==> src/rtl/rot_sched_pkg.sv <==
package rot_sched_pkg;

    // Rotation state of the slot timer.
    typedef enum logic [0:0] {
        ST_IDLE = 1'b0,
        ST_RUN  = 1'b1
    } run_state_e;

    // Event raised on the edge that opens a new slot.
    typedef struct packed {
        logic open;     // a slot begins at the coming edge
        logic restart;  // the coming edge is a start edge
    } slot_event_t;

    // True when a phase counter sits on the last cycle of a slot.
    function automatic logic phase_is_last(int unsigned phase, int unsigned len);
        return phase == (len - 1);
    endfunction

    // Index width for a count of items (at least one bit).
    function automatic int unsigned idx_width(int unsigned n);
        return (n > 1) ? $clog2(n) : 1;
    endfunction

endpackage

==> src/rtl/rs_slot_timer.sv <==
module rs_slot_timer
    import rot_sched_pkg::*;
#(
    parameter int NUM_UNITS   = 8,
    parameter int SLOT_CYCLES = 16,
    localparam int IDX_W      = idx_width(NUM_UNITS)
) (
    input  logic                 clk_i,
    input  logic                 rst_i,
    input  logic                 start_i,
    input  logic                 all_fin_i,
    output logic                 active_o,
    output logic                 halt_o,
    output logic [IDX_W-1:0]     slot_idx_o,
    output logic [IDX_W-1:0]     open_idx_o,
    output slot_event_t          ev_o
);
    localparam int CNT_W = idx_width(SLOT_CYCLES);

    run_state_e          state_q;
    logic [IDX_W-1:0]    idx_q;
    logic [CNT_W-1:0]    phase_q;
    logic [IDX_W-1:0]    idx_next;
    logic                last;

    assign last     = phase_is_last(32'(phase_q), SLOT_CYCLES);
    assign idx_next = (idx_q == IDX_W'(NUM_UNITS - 1)) ? '0 : idx_q + 1'b1;

    // Stop once every unit has finished its job.
    assign halt_o   = (state_q == ST_RUN) && all_fin_i;

    always_comb begin
        ev_o.restart = start_i;
        ev_o.open    = start_i || ((state_q == ST_RUN) && last && !all_fin_i);
        open_idx_o   = start_i ? '0 : idx_next;
    end

    always_ff @(posedge clk_i) begin
        if (rst_i) begin
            state_q <= ST_IDLE;
            idx_q   <= '0;
            phase_q <= '0;
        end else if (start_i) begin
            state_q <= ST_RUN;
            idx_q   <= '0;
            phase_q <= '0;
        end else if (halt_o) begin
            state_q <= ST_IDLE;
            idx_q   <= '0;
            phase_q <= '0;
        end else if (state_q == ST_RUN) begin
            if (last) begin
                phase_q <= '0;
                idx_q   <= idx_next;
            end else begin
                phase_q <= phase_q + 1'b1;
            end
        end
    end

    assign active_o   = (state_q == ST_RUN);
    assign slot_idx_o = idx_q;

endmodule

==> src/rtl/rs_grant_gen.sv <==
module rs_grant_gen
    import rot_sched_pkg::*;
#(
    parameter int NUM_UNITS = 8,
    localparam int IDX_W    = idx_width(NUM_UNITS)
) (
    input  logic                 clk_i,
    input  logic                 rst_i,
    input  slot_event_t          ev_i,
    input  logic                 halt_i,
    input  logic [IDX_W-1:0]     open_idx_i,
    input  logic [IDX_W-1:0]     owner_i,
    input  logic [NUM_UNITS-1:0] ready_i,
    input  logic [NUM_UNITS-1:0] fin_i,
    output logic                 granted_o,
    output logic [NUM_UNITS-1:0] grant_o,
    output logic                 burst_start_o,
    output logic [IDX_W-1:0]     burst_unit_o
);
    logic grant_q;
    logic bstart_q;
    logic take;

    // A start clears every finished mark, so only ready matters then.
    always_comb begin
        take = ready_i[open_idx_i] && (ev_i.restart || !fin_i[open_idx_i]);
    end

    always_ff @(posedge clk_i) begin
        if (rst_i) begin
            grant_q  <= 1'b0;
            bstart_q <= 1'b0;
        end else if (ev_i.open) begin
            grant_q  <= take;
            bstart_q <= take;
        end else begin
            bstart_q <= 1'b0;
            if (halt_i) begin
                grant_q <= 1'b0;
            end
        end
    end

    for (genvar u = 0; u < NUM_UNITS; u++) begin : g_grant
        assign grant_o[u] = grant_q && (owner_i == IDX_W'(u));
    end

    assign granted_o     = grant_q;
    assign burst_start_o = bstart_q;
    assign burst_unit_o  = grant_q ? owner_i : '0;

endmodule

==> src/rtl/rs_round_bank.sv <==
module rs_round_bank
    import rot_sched_pkg::*;
#(
    parameter int NUM_UNITS  = 8,
    parameter int JOB_ROUNDS = 64,
    localparam int IDX_W     = idx_width(NUM_UNITS)
) (
    input  logic                 clk_i,
    input  logic                 rst_i,
    input  slot_event_t          ev_i,
    input  logic                 granted_i,
    input  logic [IDX_W-1:0]     owner_i,
    input  logic                 burst_done_i,
    output logic [NUM_UNITS-1:0] fin_o,
    output logic [NUM_UNITS-1:0] done_pulse_o
);
    localparam int RND_W = idx_width(JOB_ROUNDS + 1);

    logic credited_q;
    logic hit;

    // First completion strobe in a granted slot; a start edge never credits.
    assign hit = granted_i && burst_done_i && !credited_q && !ev_i.restart;

    always_ff @(posedge clk_i) begin
        if (rst_i || ev_i.restart) begin
            credited_q <= 1'b0;
        end else if (ev_i.open) begin
            credited_q <= 1'b0;
        end else if (hit) begin
            credited_q <= 1'b1;
        end
    end

    for (genvar u = 0; u < NUM_UNITS; u++) begin : g_unit
        logic [RND_W-1:0] rounds_q;
        logic             fin_q;
        logic             pulse_q;
        logic             mine;

        assign mine = hit && (owner_i == IDX_W'(u)) && !fin_q;

        always_ff @(posedge clk_i) begin
            if (rst_i || ev_i.restart) begin
                rounds_q <= '0;
                fin_q    <= 1'b0;
                pulse_q  <= 1'b0;
            end else begin
                pulse_q <= 1'b0;
                if (mine) begin
                    rounds_q <= rounds_q + 1'b1;
                    if (rounds_q == RND_W'(JOB_ROUNDS - 1)) begin
                        fin_q   <= 1'b1;
                        pulse_q <= 1'b1;
                    end
                end
            end
        end

        assign fin_o[u]        = fin_q;
        assign done_pulse_o[u] = pulse_q;
    end

endmodule

==> src/rtl/rotating_slot_sched.sv <==
module rotating_slot_sched
    import rot_sched_pkg::*;
#(
    parameter int NUM_UNITS   = 8,
    parameter int SLOT_CYCLES = 16,
    parameter int JOB_ROUNDS  = 64,
    localparam int IDX_W      = idx_width(NUM_UNITS)
) (
    input  logic                 clk_i,
    input  logic                 rst_i,
    input  logic                 start_i,
    input  logic [NUM_UNITS-1:0] ready_i,
    input  logic                 burst_done_i,
    output logic [NUM_UNITS-1:0] grant_o,
    output logic                 burst_start_o,
    output logic [IDX_W-1:0]     burst_unit_o,
    output logic [NUM_UNITS-1:0] round_done_o,
    output logic                 active_o
);
    slot_event_t          ev;
    logic                 halt;
    logic                 granted;
    logic                 all_fin;
    logic [IDX_W-1:0]     slot_idx;
    logic [IDX_W-1:0]     open_idx;
    logic [NUM_UNITS-1:0] fin;

    assign all_fin = &fin;

    rs_slot_timer #(
        .NUM_UNITS   (NUM_UNITS),
        .SLOT_CYCLES (SLOT_CYCLES)
    ) timer_i (
        .clk_i      (clk_i),
        .rst_i      (rst_i),
        .start_i    (start_i),
        .all_fin_i  (all_fin),
        .active_o   (active_o),
        .halt_o     (halt),
        .slot_idx_o (slot_idx),
        .open_idx_o (open_idx),
        .ev_o       (ev)
    );

    rs_grant_gen #(
        .NUM_UNITS (NUM_UNITS)
    ) grant_i (
        .clk_i         (clk_i),
        .rst_i         (rst_i),
        .ev_i          (ev),
        .halt_i        (halt),
        .open_idx_i    (open_idx),
        .owner_i       (slot_idx),
        .ready_i       (ready_i),
        .fin_i         (fin),
        .granted_o     (granted),
        .grant_o       (grant_o),
        .burst_start_o (burst_start_o),
        .burst_unit_o  (burst_unit_o)
    );

    rs_round_bank #(
        .NUM_UNITS  (NUM_UNITS),
        .JOB_ROUNDS (JOB_ROUNDS)
    ) rounds_i (
        .clk_i        (clk_i),
        .rst_i        (rst_i),
        .ev_i         (ev),
        .granted_i    (granted),
        .owner_i      (slot_idx),
        .burst_done_i (burst_done_i),
        .fin_o        (fin),
        .done_pulse_o (round_done_o)
    );

endmodule

==> config.mk <==
export PLATFORM = sky130hd
export DESIGN_NAME = rotating_slot_sched
export DESIGN_NICKNAME = d
export VERILOG_FILES = /design/src/rtl/rot_sched_pkg.sv /design/src/rtl/rs_slot_timer.sv /design/src/rtl/rs_grant_gen.sv /design/src/rtl/rs_round_bank.sv /design/src/rtl/rotating_slot_sched.sv
export SDC_FILE = /design/constraint.sdc
export NUM_CORES = 1
export LEC_CHECK = 0
export BUFFER_PORTS_ARGS = -buffer_cell sky130_fd_sc_hd__buf_2
export CORE_MARGIN = 10
export CORE_UTILIZATION = 55
export CTS_BUF_LIST = sky130_fd_sc_hd__clkbuf_16
export CTS_CLUSTER_SIZE = 25
export DETAILED_ROUTE_END_ITERATION = 10
export HOLD_SLACK_MARGIN = 0.03
export PLACE_DENSITY = 0.84
export SYNTH_ARGS = -nofsm -noshare
export SYNTH_HDL_FRONTEND = slang
export SYNTH_SLANG_ARGS = --single-unit
==> constraint.sdc <==
create_clock -name clk_i -period 6.93 [get_ports clk_i]
set_clock_uncertainty 0.2 [all_clocks]
set_input_delay 0 -clock clk_i [delete_from_list [all_inputs] [get_ports clk_i]]
set_output_delay 0 -clock clk_i [all_outputs]
set_load 0.1 [all_outputs]
==> results.ini <==
[run_status]
outcome=completed

[critical_path]
cp.arrival_ns=3.06
cp.required_ns=7.01
path_buf_inv=2
cp_slowest_cell=dfxtp_1
cp_slowest_stage_delay_ns=0.61
cpLargestDelayFamily=buffers and inverters
cp-end-kind=flop
cp_max_fo=14
regToRegSetupSlack_ns=3.95
cp_cell_sequence=inv_1, ha_1, nor4_1, a311oi_1, a221o_1, a221oi_1, dlygate4sd3_1
cp-start-kind=flop
criticalPathCategory=reg -> reg

[logic_synthesis]
ys_warn_count=0
synth_cell_types=41
ys_seq_area_share_pct=44.7
yosys_register_bits=83
synth_ff_type=dfxtp_1
synth_edf_count=0
synthCells=425
synth_fp_nets=452
async_flop_share_pct=0
synth.avg_cell_area_um2=8.75
netlist_area_um2=3720

[global_routing]
grt_pass1_wl_um=13500
antenna_found_initial=0
overflow=0
grt_max_degree=75
grt_pass1_vias=2901
grt_usage_pct=16.2

[floorplan]
die_h_um=102
num_rows=29
initial_core_util_pct=57.6
io_pins=33
coreArea_um2=6460
die_w_um=102
dieArea_um2=10400

[timing]
fin_crit_sh_pct=43.0
rsz0062_at_grt=no
maxSlewHeadroom_pct=50.4
tightest_slew_ns=0.744
slew_violations=0
fin_crit_ns=2.98
final_hold_viol_count=0
tns_ns=0
finalSetupViolations=0
fmax_mhz=336

[route]
wl_met2_um=3830
drtIter0Drc=175
dr.pass1.iters=4
drt_wl_total_um=7780
vias=2985
wl_met1_um=3440
top_layer_used=met4
wl_per_cell_um=14.7
viasPerCell=5.63
dr_wl_met3_um=333
drcViolationCount=0
ant_nets=0

[clocking]
cts_tree=built
cts.path.max_buffers=2
clkTransAtPathRegs_ns=0.06
cts_inserted_buffers=9
cts-root-buf=clkbuf_16
worstSkewPairLatency_ns=0.34
cts.sinks=83
cts_resized=0
htree_levels=3

[flow_run]
max-cap-violations=0

[place]
globalplace.congestion=0.925
port_buffers=32
dpl.hpwl_um=5380

[finish]
finish.utilization_pct=65.9
diodes=0
layout_commonest_cell=dfxtp_1
nFillCells=511
final_cell_mix=dfxtp_1 (83), nor2_1 (65), buf_2 (32)
layout-drive-gt1-share_pct=12.1
syn2layout_area_growth_pct=14.5
layout.nets=475

[power_and_ir_drop]
powerDensity_nw_per_um2=256
worst_ir_drop_vdd_mv=0.117
leakage_nw=1.63

[worst_hold_path]
worst_hold_path_type=in -> reg

[through the flow]
| stage | cells | power, mW | instance area, µm² | hold WS, ns | worst slack [ns] |
|---|---|---|---|---|---|
| CTS | 530 | 1.10 | 4260 | 0.114 | 3.97 |
| global route | 530 | 1.12 | 4260 | 0.196 | 3.75 |
| global placement | 509 | 0.522 | 3840 | 0.00101 | 4.39 |
| detailed placement | 509 | 0.522 | 3840 | 0.0110 | 4.28 |
| finish | 530 | 1.09 | 4260 | 0.139 | 3.95 |
| floorplan | 425 | 0.514 | 3720 | -0.131 | 4.41 |
[path summary, 6_finish.rpt]
kind                                        from                          to  depth (start not counted)
setup / recovery           timer_i.slot_idx_o[0]       grant_i.burst_start_o                          7
hold reg to reg   rounds_i.g_unit[3].rounds_q[6]  rounds_i.g_unit[3].pulse_q                          1
setup reg to reg           timer_i.slot_idx_o[0]       grant_i.burst_start_o                          7
hold / removal                        ready_i[0]           grant_i.granted_o                          4
[what timing repair did]
item,4_1_cts,5_1_grt
hold buffers,5,0
endpoints found under the hold margin,4,0
setup buffers,0,0
[power breakdown]
| group | switching [mW] | internal, mW | total, mW |
|---|---|---|---|
| combinational | 0.0227 | 0.0102 | 0.0329 |
| clock | 0.186 | 0.388 | 0.574 |
| sequential | 0.00287 | 0.479 | 0.482 |
| total | 0.211 | 0.877 | 1.09 |
[cell families (layout without fill, tap and decap cells)]
family	count (synthesis)	in the layout	share of synthesized area, %
adders and majority gates	15	15	5.05
DFF	83	83	44.7
buffers and inverters	38	66	4.98
and+or+nand+nor	191	191	25.8
xor gates and xnor gates	35	35	8.25
AOI/OAI and AO/OA	52	52	8.21
muxes	11	11	3.00
[worst reg2reg max path, stage by stage, from the launching register on]
cell,delay [ns]
dfxtp_1,0.61
inv_1,0.13
ha_1,0.42
nor4_1,0.30
a311oi_1,0.08
a221o_1,0.35
a221oi_1,0.24
dlygate4sd3_1,0.59
[layout make-up]
cell class              count  area [µm²]  area share (%)
clock inverters             7         139            3.26
clock buffers               9         225            5.29
flip-flops and latches     83        1660            39.0
multi-input cells         304        1870            44.0
inverters                  12        45.0            1.06
well taps                  77        96.3            2.26
repair buffers             38         218            5.12
[synth_stat cells (2+ instances only)]
master	count	area (µm²)
dfxtp_1	83	1660
nor2_1	65	244
nand2_1	27	101
a21oi_1	26	130
xor2_1	25	219
nand4_1	19	119
ha_1	15	188
nand3_1	15	75.1
clkbuf_1	13	48.8
o21ai_0	13	65.1
inv_1	12	45.0
or3_1	12	75.1
buf_4	11	82.6
and2_1	10	62.6
mux2i_1	10	100
xnor2_1	10	87.6
and3_1	9	56.3
nor3_1	8	40.0
nor2b_1	7	43.8
nor4_1	5	31.3
and4_1	4	35.0
or2_2	3	18.8
a21o_1	2	15.0
nand2b_1	2	12.5
nor3b_1	2	15.0
o21a_1	2	15.0
[flip-flops by register name, indices dropped and copies added (netlist names)]
register,flops
grant_i.granted_o,1
rounds_i.g_unit.fin_q,8
timer_i.active_o,1
rounds_i.g_unit.rounds_q,56
rounds_i.credited_q,1
timer_i.slot_idx_o,3
timer_i.phase_q,4
rounds_i.g_unit.pulse_q,8
grant_i.burst_start_o,1
[routing by layer]
layer | up-vias | global-route usage (%)
li1 | 1500 | -
met1 | 1411 | 19.3
met2 | 59 | 26.7
met3 | 15 | 4.25
met4 | 0 | 7.59
met5 | - | 0
Power figures use the tool's default switching activity.
